$ cat config.mk
export PLATFORM = sky130hd
export DESIGN_NAME = alu_cc_top
export DESIGN_NICKNAME = d
export VERILOG_FILES = /design/src/rtl/alu_cc_pkg.sv /design/src/rtl/alu_cc_core.sv /design/src/rtl/alu_cc_flagreg.sv /design/src/rtl/alu_cc_wbsel.sv /design/src/rtl/alu_cc_top.sv
export SDC_FILE = /design/constraint.sdc
export NUM_CORES = 1
export LEC_CHECK = 0
export BUFFER_PORTS_ARGS = -buffer_cell sky130_fd_sc_hd__clkbuf_2
export CAP_MARGIN = 20
export CORE_ASPECT_RATIO = 0.8
export CORE_UTILIZATION = 45
export DETAILED_ROUTE_END_ITERATION = 10
export PLACE_DENSITY = 0.7
export SKIP_LAST_GASP = 1
export SYNTH_ARGS = -nofsm -noshare
export SYNTH_HDL_FRONTEND = slang
export SYNTH_HIERARCHICAL = 1
export SYNTH_SLANG_ARGS = --single-unit
$ cat constraint.sdc
create_clock -name clk -period 13.8 [get_ports clk]
set_input_delay 0 -clock clk [delete_from_list [all_inputs] [get_ports clk]]
set_output_delay 0 -clock clk [all_outputs]
set_load 0.02 [all_outputs]
$ cat src/rtl/alu_cc_pkg.sv
package alu_cc_pkg;
   localparam int OP_BITS = 3;
   localparam int CC_BITS = 4;

   typedef enum logic [OP_BITS-1:0] {
      OP_ADD  = 3'd0,
      OP_SUB  = 3'd1,
      OP_AND  = 3'd2,
      OP_OR   = 3'd3,
      OP_XOR  = 3'd4,
      OP_NOR  = 3'd5,
      OP_SLT  = 3'd6,
      OP_PASS = 3'd7
   } alu_op_e;

   typedef struct packed {
      logic c;
      logic v;
      logic z;
      logic n;
   } cc_t;
endpackage

$ cat src/rtl/alu_cc_core.sv
module alu_cc_core
   import alu_cc_pkg::*;
#(
   parameter int WIDTH  = 32,
   parameter int ZCHUNK = 8
) (
   input  logic [WIDTH-1:0]   a,
   input  logic [WIDTH-1:0]   b,
   input  logic [OP_BITS-1:0] op,
   output logic [WIDTH-1:0]   res,
   output cc_t                cc
);
   localparam int NCHUNK = (ZCHUNK > 0 && ZCHUNK < WIDTH) ? WIDTH / ZCHUNK : 1;

   logic             inv_b;
   logic [WIDTH-1:0] b_eff;
   logic [WIDTH:0]   sum_ext;
   logic [WIDTH-1:0] sum;
   logic             cout;
   logic             ovf;
   logic             arith;
   logic             zflag;

   always_comb begin
      inv_b   = (op == OP_SUB) || (op == OP_SLT);
      b_eff   = inv_b ? ~b : b;
      sum_ext = {1'b0, a} + {1'b0, b_eff} + {{WIDTH{1'b0}}, inv_b};
      sum     = sum_ext[WIDTH-1:0];
      cout    = sum_ext[WIDTH];
      ovf     = (a[WIDTH-1] == b_eff[WIDTH-1]) && (sum[WIDTH-1] != a[WIDTH-1]);
      arith   = (op == OP_ADD) || (op == OP_SUB) || (op == OP_SLT);
   end

   always_comb begin
      unique case (alu_op_e'(op))
         OP_ADD, OP_SUB: res = sum;
         OP_AND:         res = a & b;
         OP_OR:          res = a | b;
         OP_XOR:         res = a ^ b;
         OP_NOR:         res = ~(a | b);
         OP_SLT:         res = {{(WIDTH-1){1'b0}}, sum[WIDTH-1] ^ ovf};
         OP_PASS:        res = b;
         default:        res = '0;
      endcase
   end

   generate
      if (NCHUNK == 1) begin : g_zero_flat
         assign zflag = ~|res;
      end else begin : g_zero_split
         logic [NCHUNK-1:0] part;
         for (genvar g = 0; g < NCHUNK; g++) begin : g_part
            assign part[g] = |res[g*ZCHUNK +: ZCHUNK];
         end
         assign zflag = ~|part;
      end
   endgenerate

   always_comb begin
      cc.c = arith & cout;
      cc.v = arith & ovf;
      cc.z = zflag;
      cc.n = res[WIDTH-1];
   end
endmodule

$ cat src/rtl/alu_cc_flagreg.sv
module alu_cc_flagreg
   import alu_cc_pkg::*;
(
   input  logic clk,
   input  logic rst,
   input  logic load,
   input  cc_t  d,
   output cc_t  q
);
   always_ff @(posedge clk) begin
      if (rst)       q <= '0;
      else if (load) q <= d;
   end
endmodule

$ cat src/rtl/alu_cc_wbsel.sv
module alu_cc_wbsel
   import alu_cc_pkg::*;
#(
   parameter int WIDTH = 32
) (
   input  logic             sel_cc,
   input  logic [WIDTH-1:0] res,
   input  cc_t              cc_q,
   output logic [WIDTH-1:0] wb
);
   always_comb begin
      if (sel_cc) wb = {{(WIDTH-CC_BITS){1'b0}}, cc_q};
      else        wb = res;
   end
endmodule

$ cat src/rtl/alu_cc_top.sv
module alu_cc_top
   import alu_cc_pkg::*;
#(
   parameter int WIDTH  = 32,
   parameter int ZCHUNK = 8
) (
   input  logic               clk,
   input  logic               rst,
   input  logic [WIDTH-1:0]   op_a,
   input  logic [WIDTH-1:0]   op_b,
   input  logic [OP_BITS-1:0] alu_op,
   input  logic               rtype_upd,
   input  logic               flags_rd,
   output logic [WIDTH-1:0]   result,
   output logic               zero,
   output logic [WIDTH-1:0]   wb_data
);
   generate
      if (WIDTH <= CC_BITS) begin : g_chk_width
         $error("alu_cc_top: WIDTH must exceed the flag count");
      end
      if (ZCHUNK > 0 && ZCHUNK < WIDTH && (WIDTH % ZCHUNK) != 0) begin : g_chk_chunk
         $error("alu_cc_top: ZCHUNK must divide WIDTH");
      end
   endgenerate

   cc_t  cc_now;
   cc_t  cc_q;
   logic cc_load;

   assign cc_load = rtype_upd & ~flags_rd;

   alu_cc_core #(.WIDTH(WIDTH), .ZCHUNK(ZCHUNK)) core_i (
      .a   (op_a),
      .b   (op_b),
      .op  (alu_op),
      .res (result),
      .cc  (cc_now)
   );

   assign zero = cc_now.z;

   alu_cc_flagreg flag_i (
      .clk  (clk),
      .rst  (rst),
      .load (cc_load),
      .d    (cc_now),
      .q    (cc_q)
   );

   alu_cc_wbsel #(.WIDTH(WIDTH)) wb_i (
      .sel_cc (flags_rd),
      .res    (result),
      .cc_q   (cc_q),
      .wb     (wb_data)
   );
endmodule

=== Yosys cells after proc, flatten, opt, wreduce, memory -nomap -nowiden ===
Index checks and enable logic that the tools add are counted.
W data, S select, Z words.

* Input port bits: 71
* Memories kept: 0
* ROM bits: 0
* Logic and storage cells: 36
* Flip-flop bits (word level): 4
* Latch bits: 0
* Bits in writable memories: 0
* Output and inout bits: 65

* $add $sub $neg: 2
* $lt $le $gt $ge: 0
* Reduce and logical (&&, ||, !) cells: 8
* Bitwise gates (word level): 10
* Multiply operators: 0
* Shifts and indexed selects: 0
* Multiplexer cells: 3
* Eq/ne operators: 9
* Divide/modulo/power cells: 0

{| class="wikitable"
|+ Operators by type and width
! operator !! number
|-
| $pmux W32 S7 || 1
|-
| $mux W32 || 2
|-
| $not A32 Y32 || 2
|-
| $add A32 B32 Y33 || 1
|-
| $add A33 B1 Y33 || 1
|-
| $and A32 B32 Y32 || 1
|-
| $or A32 B32 Y32 || 1
|-
| $reduce_or A32 Y1 || 1
|-
| $xor A32 B32 Y32 || 1
|-
| $eq A3 B3 Y1 const B || 4
|-
| $eq A3 B2 Y1 const B || 2
|-
| $and A1 B1 Y1 || 3
|-
| $eq A3 B1 Y1 const B || 1
|-
| $logic_not A3 Y1 || 1
|-
| $logic_or A1 B1 Y1 || 3
|-
| $reduce_or A2 Y1 || 1
|-
| $eq A1 B1 Y1 || 1
|-
| $logic_and A1 B1 Y1 || 1
|-
| $logic_not A1 Y1 || 1
|-
| $ne A1 B1 Y1 || 1
|-
| $not A1 Y1 || 1
|-
| $xor A1 B1 Y1 || 1
|}

=== Logic depth before layout (Yosys ltp) ===
* Depth after elaboration: 11
* Depth in mapped cells: 21
* Depth with buffers taken out: 17

=== Hierarchy ===
Netlist, hierarchy kept.

{| class="wikitable"
|+ By module, submodules not included
! module !! area each (µm²) !! sequential area each (µm²) !! times used !! cells each
|-
| alu_cc_core || 4782.1 || 0.0 || 1 || 703
|-
| alu_cc_wbsel || 252.7 || 0.0 || 1 || 35
|-
| alu_cc_flagreg || 140.1 || 80.1 || 1 || 13
|-
| alu_cc_top || 13.8 || 0.0 || 1 || 1
|}

=== Least setup slack after synthesis ===
No wires, ideal clock.

* Path kind: in2reg
* Start point: input port alu_op[1]
* End point: register flag_i/q[1] in the netlist's numbering
* Data arrival time: 4629 ps
* Library setup time: 64 ps
* Path buffers: 4
* Stages: 20
* Path slack: 9107 ps
* Cell sequence: buf_2 nor3b_1 or2_2 clkbuf_1 buf_1 mux2i_1 fa_1 nor2b_1 o21ai_1 a211oi_1 o21ai_1 a21oi_1 mux2i_1 a21oi_1 or4_1 or4_1 nor4_2 buf_4 mux2i_1 nor2_1

* Elaborated cells between the ends (all ways): 20
* Those cells by class: add/sub: 2; eq/ne: 9; mux: 2; bitwise: 1; reduce/logical: 6

{| class="wikitable"
|+ RTL lines
! what !! line !! RTL
|-
| from (decl) || alu_cc_top.sv:11 || <nowiki>input logic [OP_BITS-1:0] alu_op,</nowiki>
|-
| $eq A3 B1 Y1 / $eq A3 B3 Y1 (equally long branches) || alu_cc_core.sv:25, alu_cc_core.sv:35 ||
|-
| $logic_or A1 B1 Y1 || alu_cc_core.sv:25 || <nowiki>inv_b = (op == OP_SUB) || (op == OP_SLT);</nowiki>
|-
| $mux W32 || alu_cc_core.sv:26 || <nowiki>b_eff = inv_b ? ~b : b;</nowiki>
|-
| $add A32 B32 Y33 || alu_cc_core.sv:27 || <nowiki>sum_ext = {1'b0, a} + {1'b0, b_eff} + {{WIDTH{1'b0}}, inv_b};</nowiki>
|-
| $add A33 B1 Y33 || alu_cc_core.sv:27 ||
|-
| $pmux W32 S7 (*) || alu_cc_core.sv:35 || <nowiki>unique case (alu_op_e'(op))</nowiki>
|-
| via result[24] || alu_cc_top.sv:14 || <nowiki>output logic [WIDTH-1:0] result,</nowiki>
|-
| $reduce_or A32 Y1 (*) || alu_cc_core.sv:55 || <nowiki>assign zflag = ~|part;</nowiki>
|-
| $logic_not A1 Y1 (*) || alu_cc_core.sv:55 ||
|-
| via core_i.zflag || alu_cc_core.sv:22 || <nowiki>logic zflag;</nowiki>
|-
| to (signal assigned) || alu_cc_flagreg.sv:11 || <nowiki>if (rst) q <= '0;</nowiki>
|-
| to (signal assigned) || alu_cc_flagreg.sv:12 || <nowiki>else if (load) q <= d;</nowiki>
|-
| to (decl) || alu_cc_flagreg.sv:8 || <nowiki>output cc_t q</nowiki>
|}

Mark *: on every way through the listed nets, which the timed path passes. The rest lies on a longest branch.
A chain may end at the register's enable or synchronous reset.

=== Worst setup path after layout ===
* Start point: input port alu_op[0]
* End point: output port zero

* Word-level cells in the longest chain between the ends: 11
* Elaborated cells between the ends (all ways): 20
* Those cells by class: add/sub: 2; eq/ne: 9; mux: 2; bitwise: 1; reduce/logical: 6

{| class="wikitable"
|+ Ends and longest elaborated chain
! what !! line !! RTL
|-
| $eq A3 B1 Y1 / $eq A3 B3 Y1 (equally long branches) || alu_cc_core.sv:25, alu_cc_core.sv:35 ||
|-
| $logic_or A1 B1 Y1 || alu_cc_core.sv:25 ||
|-
| $mux W32 || alu_cc_core.sv:26 ||
|-
| $add A32 B32 Y33 || alu_cc_core.sv:27 ||
|-
| $add A33 B1 Y33 || alu_cc_core.sv:27 ||
|-
| $ne A1 B1 Y1 || alu_cc_core.sv:30 || <nowiki>ovf = (a[WIDTH-1] == b_eff[WIDTH-1]) && (sum[WIDTH-1] != a[WIDTH-1]);</nowiki>
|-
| $logic_and A1 B1 Y1 || alu_cc_core.sv:30 ||
|-
| $xor A1 B1 Y1 || alu_cc_core.sv:41 || <nowiki>OP_SLT: res = {{(WIDTH-1){1'b0}}, sum[WIDTH-1] ^ ovf};</nowiki>
|-
| $pmux W32 S7 (*) || alu_cc_core.sv:35 ||
|-
| $reduce_or A32 Y1 (*) || alu_cc_core.sv:55 ||
|-
| $logic_not A1 Y1 (*) || alu_cc_core.sv:55 ||
|-
| to (decl) || alu_cc_top.sv:15 || <nowiki>output logic zero,</nowiki>
|}

Every way passes the cells marked *; elsewhere a longest branch is shown, timed or not.

==> flow_results.xml <==
<?xml version="1.0" encoding="UTF-8"?>
<metrics>
  <group name="run_status">
    <metric name="status" unit="">finished, final reports clean</metric>
  </group>
  <group name="worst_hold_path">
    <metric name="min_delay_worst_endpoint" unit="">flag_i/q[0]</metric>
    <metric name="hold_path.class" unit="">in -&gt; reg</metric>
    <metric name="hold_path_startpoint" unit="">rtype_upd</metric>
    <metric name="min_delay_path_depth" unit="">4</metric>
  </group>
  <group name="clocking">
    <metric name="cts_tree" unit="">built</metric>
    <metric name="clockBufferDepth" unit="">2</metric>
    <metric name="cts.repair.resized" unit="">0</metric>
    <metric name="worst_skew_pair.late_latency" unit="ps">230</metric>
    <metric name="clockRootBuffer" unit="">sky130_fd_sc_hd__clkbuf_16</metric>
    <metric name="post_cts_setup_bufs" unit="">0</metric>
    <metric name="clock-sinks" unit="">4</metric>
    <metric name="cts_hold_repair.buffers" unit="">1</metric>
    <metric name="cts_buffers" unit="">3</metric>
    <metric name="cts.htree.levels" unit="">1</metric>
    <metric name="clock_transition_at_the_registers_of_the_reported_paths" unit="ps">30</metric>
  </group>
  <group name="timing">
    <metric name="grt_setup_unrepaired" unit="">no</metric>
    <metric name="slew_at_the_pin_closest_to_its_max_slew_limit" unit="ps">1160</metric>
    <metric name="setup_viol_count_final" unit="">0</metric>
    <metric name="timing.final.crit_share" unit="%">42.3</metric>
    <metric name="finClkSkew" unit="ps">0</metric>
    <metric name="setup_slack" unit="ps">7970</metric>
    <metric name="finalHoldViolations" unit="">0</metric>
    <metric name="drv_slew" unit="">0</metric>
    <metric name="timing.setup.tns" unit="ps">0</metric>
    <metric name="relSlewSlack" unit="%">21.8</metric>
    <metric name="maximum_operating_frequency" unit="MHz">171</metric>
    <metric name="final.min_clock_period" unit="ps">5830</metric>
  </group>
  <group name="critical_path">
    <metric name="reg2reg_slack" unit="ps">13170</metric>
    <metric name="worst-setup-path-type" unit="">in -&gt; out</metric>
    <metric name="worst_reg2reg_startpoint" unit="">flag_i/q[1]</metric>
    <metric name="start_kind" unit="">primary input</metric>
    <metric name="critical_path.reg2reg.endpoint" unit="">flag_i/q[1]</metric>
    <metric name="end_kind" unit="">output pin</metric>
    <metric name="worst-path-max-fanout" unit="">76</metric>
    <metric name="cp.arrival" unit="ps">5830</metric>
    <metric name="critical_path_data_required_time" unit="ps">13800</metric>
    <metric name="worst-r2r-cell-count" unit="">2</metric>
  </group>
  <group name="die">
    <metric name="die_x" unit="um">122</metric>
    <metric name="dieArea" unit="um^2">12000</metric>
    <metric name="rows" unit="">34</metric>
    <metric name="floorplan.initialDensity" unit="%">46.9</metric>
    <metric name="die_height" unit="um">98.0</metric>
    <metric name="core_outline_area" unit="um^2">11100</metric>
    <metric name="design.portCount" unit="">136</metric>
  </group>
  <group name="cells_and_area">
    <metric name="nets_final" unit="">1012</metric>
    <metric name="finalNonFillerCells" unit="">986</metric>
    <metric name="registers_with_the_most_flip_flops" unit="">flag_i/q x4</metric>
    <metric name="fin_util" unit="%">53.8</metric>
    <metric name="flow.area_growth_from_synthesis" unit="%">14.8</metric>
    <metric name="post_route_cells_drive_above_1_share" unit="%">19.0</metric>
    <metric name="antenna-diode-count" unit="">0</metric>
    <metric name="largest_register" unit="">flag_i/q</metric>
    <metric name="flip_flop_count_of_the_largest_register_after_layout" unit="">4</metric>
  </group>
  <group name="grt">
    <metric name="global_route.overflow_total" unit="">0</metric>
    <metric name="grt_util_met2" unit="%">43.3</metric>
    <metric name="grt.met3_usage" unit="%">2.04</metric>
    <metric name="grt_pass1_vias" unit="">5287</metric>
    <metric name="gr-max-usage-layer" unit="">met2</metric>
    <metric name="use_met1" unit="%">41.4</metric>
    <metric name="largest_net_degree_at_the_start_of_global_routing" unit="">77</metric>
    <metric name="antenna_found_initial" unit="">0</metric>
    <metric name="grt_pass1_wl" unit="mm">26.9</metric>
    <metric name="gr-usage-all-layers" unit="%">27.5</metric>
  </group>
  <group name="pwr">
    <metric name="power.static_leakage" unit="nW">2.98</metric>
    <metric name="worst_ir_drop_vdd" unit="uV">61.5</metric>
    <metric name="cellPowerDensity" unit="nW/um^2">67.2</metric>
  </group>
  <group name="flow_run">
    <metric name="max_cap_violations" unit="">0</metric>
  </group>
  <group name="synthesis">
    <metric name="ys_types" unit="">73</metric>
    <metric name="yosys_most_used_dff" unit="">sky130_fd_sc_hd__dfxtp_1</metric>
    <metric name="synth.top_cell.area_share" unit="%">23.1</metric>
    <metric name="synth-edff-count" unit="">0</metric>
    <metric name="yosysTopAreaCell" unit="">sky130_fd_sc_hd__ha_1</metric>
    <metric name="netlist_top_cells_area" unit="">sky130_fd_sc_hd__ha_1 (23%), sky130_fd_sc_hd__xnor2_1 (7.3%), sky130_fd_sc_hd__a21oi_1 (6.5%)</metric>
    <metric name="postSynthRegisterBits" unit="">4</metric>
    <metric name="yosys_warns" unit="">6</metric>
    <metric name="syn_nets" unit="">920</metric>
    <metric name="seq_area_frac_synth" unit="%">1.54</metric>
    <metric name="async_reset_ff_share" unit="%">0</metric>
    <metric name="synthesis.instances" unit="">752</metric>
    <metric name="synthesis.area" unit="um^2">5190</metric>
    <metric name="syn-mean-instance-area" unit="um^2">6.90</metric>
  </group>
  <group name="detailed_routing">
    <metric name="detail_route.first_pass.iterations" unit="">5</metric>
    <metric name="vias" unit="">5843</metric>
    <metric name="avgViaCountPerCell" unit="">5.93</metric>
    <metric name="drt-initial-drc-count" unit="">398</metric>
    <metric name="antenna_violating_nets_post_route" unit="">0</metric>
    <metric name="routed_wire_length_per_instance" unit="um">16.9</metric>
    <metric name="routed_wirelength" unit="mm">16.6</metric>
    <metric name="route.detailed.drc" unit="">0</metric>
  </group>
  <group name="placed_design">
    <metric name="gp_congestion" unit="">0.950</metric>
    <metric name="place_ws" unit="ps">8000</metric>
    <metric name="portBuffers" unit="">135</metric>
    <metric name="dp.cells" unit="">982</metric>
    <metric name="place.detailed.hpwl" unit="mm">12.6</metric>
  </group>
</metrics>
[placed cells by master (no fill, tap or decap), drive strengths merged, types with 5 or more instances in the layout]
cell,instances
ha,96
o221ai,16
nor2b,33
clkbuf,138
o21ai,41
nor4,7
a22oi,11
xnor2,43
o21bai,5
buf,8
nor2,38
and3,5
a21o,17
and2,8
a31oi,6
a221oi,23
a21oi,68
o22ai,6
nand3,7
o21a,6
nor3,7
o211ai,8
xor2,11
nand4,17
mux2i,13
inv,74
nand2,60
[routing by layer]
| metal | up-vias | share of wire (%) | wire (um) |
|---|---|---|---|
| met5 | - | 0 | 0 |
| met1 | 2698 | 51 | 8450 |
| li1 | 2911 | - | - |
| met3 | 15 | 5.7 | 947 |
| met2 | 219 | 43 | 7070 |
| met4 | 0 | 0.91 | 152 |
[worst max-delay path, cell delays in order]
cell	delay (ps)
sky130_fd_sc_hd__clkbuf_2	80
sky130_fd_sc_hd__buf_4	550
sky130_fd_sc_hd__nor3b_1	370
sky130_fd_sc_hd__or2_2	830
sky130_fd_sc_hd__xnor2_1	230
sky130_fd_sc_hd__inv_1	90
sky130_fd_sc_hd__fa_1	440
sky130_fd_sc_hd__nor2b_1	160
sky130_fd_sc_hd__o21ai_1	160
sky130_fd_sc_hd__a211oi_1	420
sky130_fd_sc_hd__o21ai_1	200
sky130_fd_sc_hd__a21oi_1	250
sky130_fd_sc_hd__mux2i_1	210
sky130_fd_sc_hd__a21oi_1	110
sky130_fd_sc_hd__or4_1	600
sky130_fd_sc_hd__or4_1	560
sky130_fd_sc_hd__nor4_2	290
sky130_fd_sc_hd__clkbuf_2	230
[layout make-up]
type                    count  area (um^2)
fillers                  1146         5100
multi-input cells         617         4600
repair buffers            144          746
inverters                  74          278
well taps                 144          180
flip-flops and latches      4         80.1
clock buffers               3         75.1
[per-stage QoR]
step / hold slack [ps] / total power [mW] / instance area (um^2)
after floorplan: 72.4 / 0.255 / 5190
after global placement: 218 / 0.346 / 5870
after detailed placement: 219 / 0.346 / 5870
after CTS: 205 / 0.396 / 5960
after global routing: 257 / 0.433 / 5960
final: 207 / 0.400 / 5960
[power breakdown]
part / leakage (nW) / switching, mW / internal, mW / total (mW)
Sequential: 0.0324 / 0.000201 / 0.0120 / 0.0122
Combinational: 2.91 / 0.213 / 0.129 / 0.341
Clock: 0.0370 / 0.00953 / 0.0371 / 0.0467
Total: 2.98 / 0.222 / 0.178 / 0.400
[logic make-up (layout without fill, tap and decap cells)]
| kind of cell | after synthesis | count (layout) | share of synthesized area [%] |
|---|---|---|---|
| buffers and inverters | 131 | 221 | 9.86 |
| AO/OA/AOI/OAI | 246 | 246 | 32.1 |
| AND/OR/NAND/NOR | 202 | 202 | 19.9 |
| flip-flops | 4 | 4 | 1.54 |
| multiplexers | 18 | 18 | 3.95 |
| XOR/XNOR | 54 | 54 | 9.11 |
| adder cells (fa/ha/maj) | 97 | 97 | 23.5 |
[synth_stat cells, drive strengths merged, types with 3 or more instances]
| master | n |
|---|---|
| ha | 96 |
| inv | 74 |
| a21oi | 68 |
| nand2 | 60 |
| clkbuf | 44 |
| xnor2 | 43 |
| o21ai | 41 |
| nor2 | 38 |
| nor2b | 33 |
| a221oi | 23 |
| a21o | 17 |
| nand4 | 17 |
| o221ai | 16 |
| buf | 13 |
| mux2i | 13 |
| a22oi | 11 |
| xor2 | 11 |
| and2 | 8 |
| o211ai | 8 |
| nand3 | 7 |
| nor3 | 7 |
| nor4 | 7 |
| a31oi | 6 |
| o21a | 6 |
| o22ai | 6 |
| and3 | 5 |
| o21bai | 5 |
| a211o | 4 |
| a211oi | 4 |
| dfxtp | 4 |
| mux2 | 4 |
| o2111ai | 4 |
| or2 | 4 |
| or4 | 4 |
| a22o | 3 |
| and2b | 3 |
| o211a | 3 |
[worst max path at each step]
stage | from | end | cells after the start
after floorplan | alu_op[1] | flag_i/q[1] | 20
after global placement | alu_op[0] | flag_i/q[1] | 19
after detailed placement | alu_op[0] | flag_i/q[1] | 19
after CTS | alu_op[0] | zero | 18
after global routing | alu_op[0] | zero | 18
final | alu_op[0] | zero | 18
(Power assumes the default switching activity.)
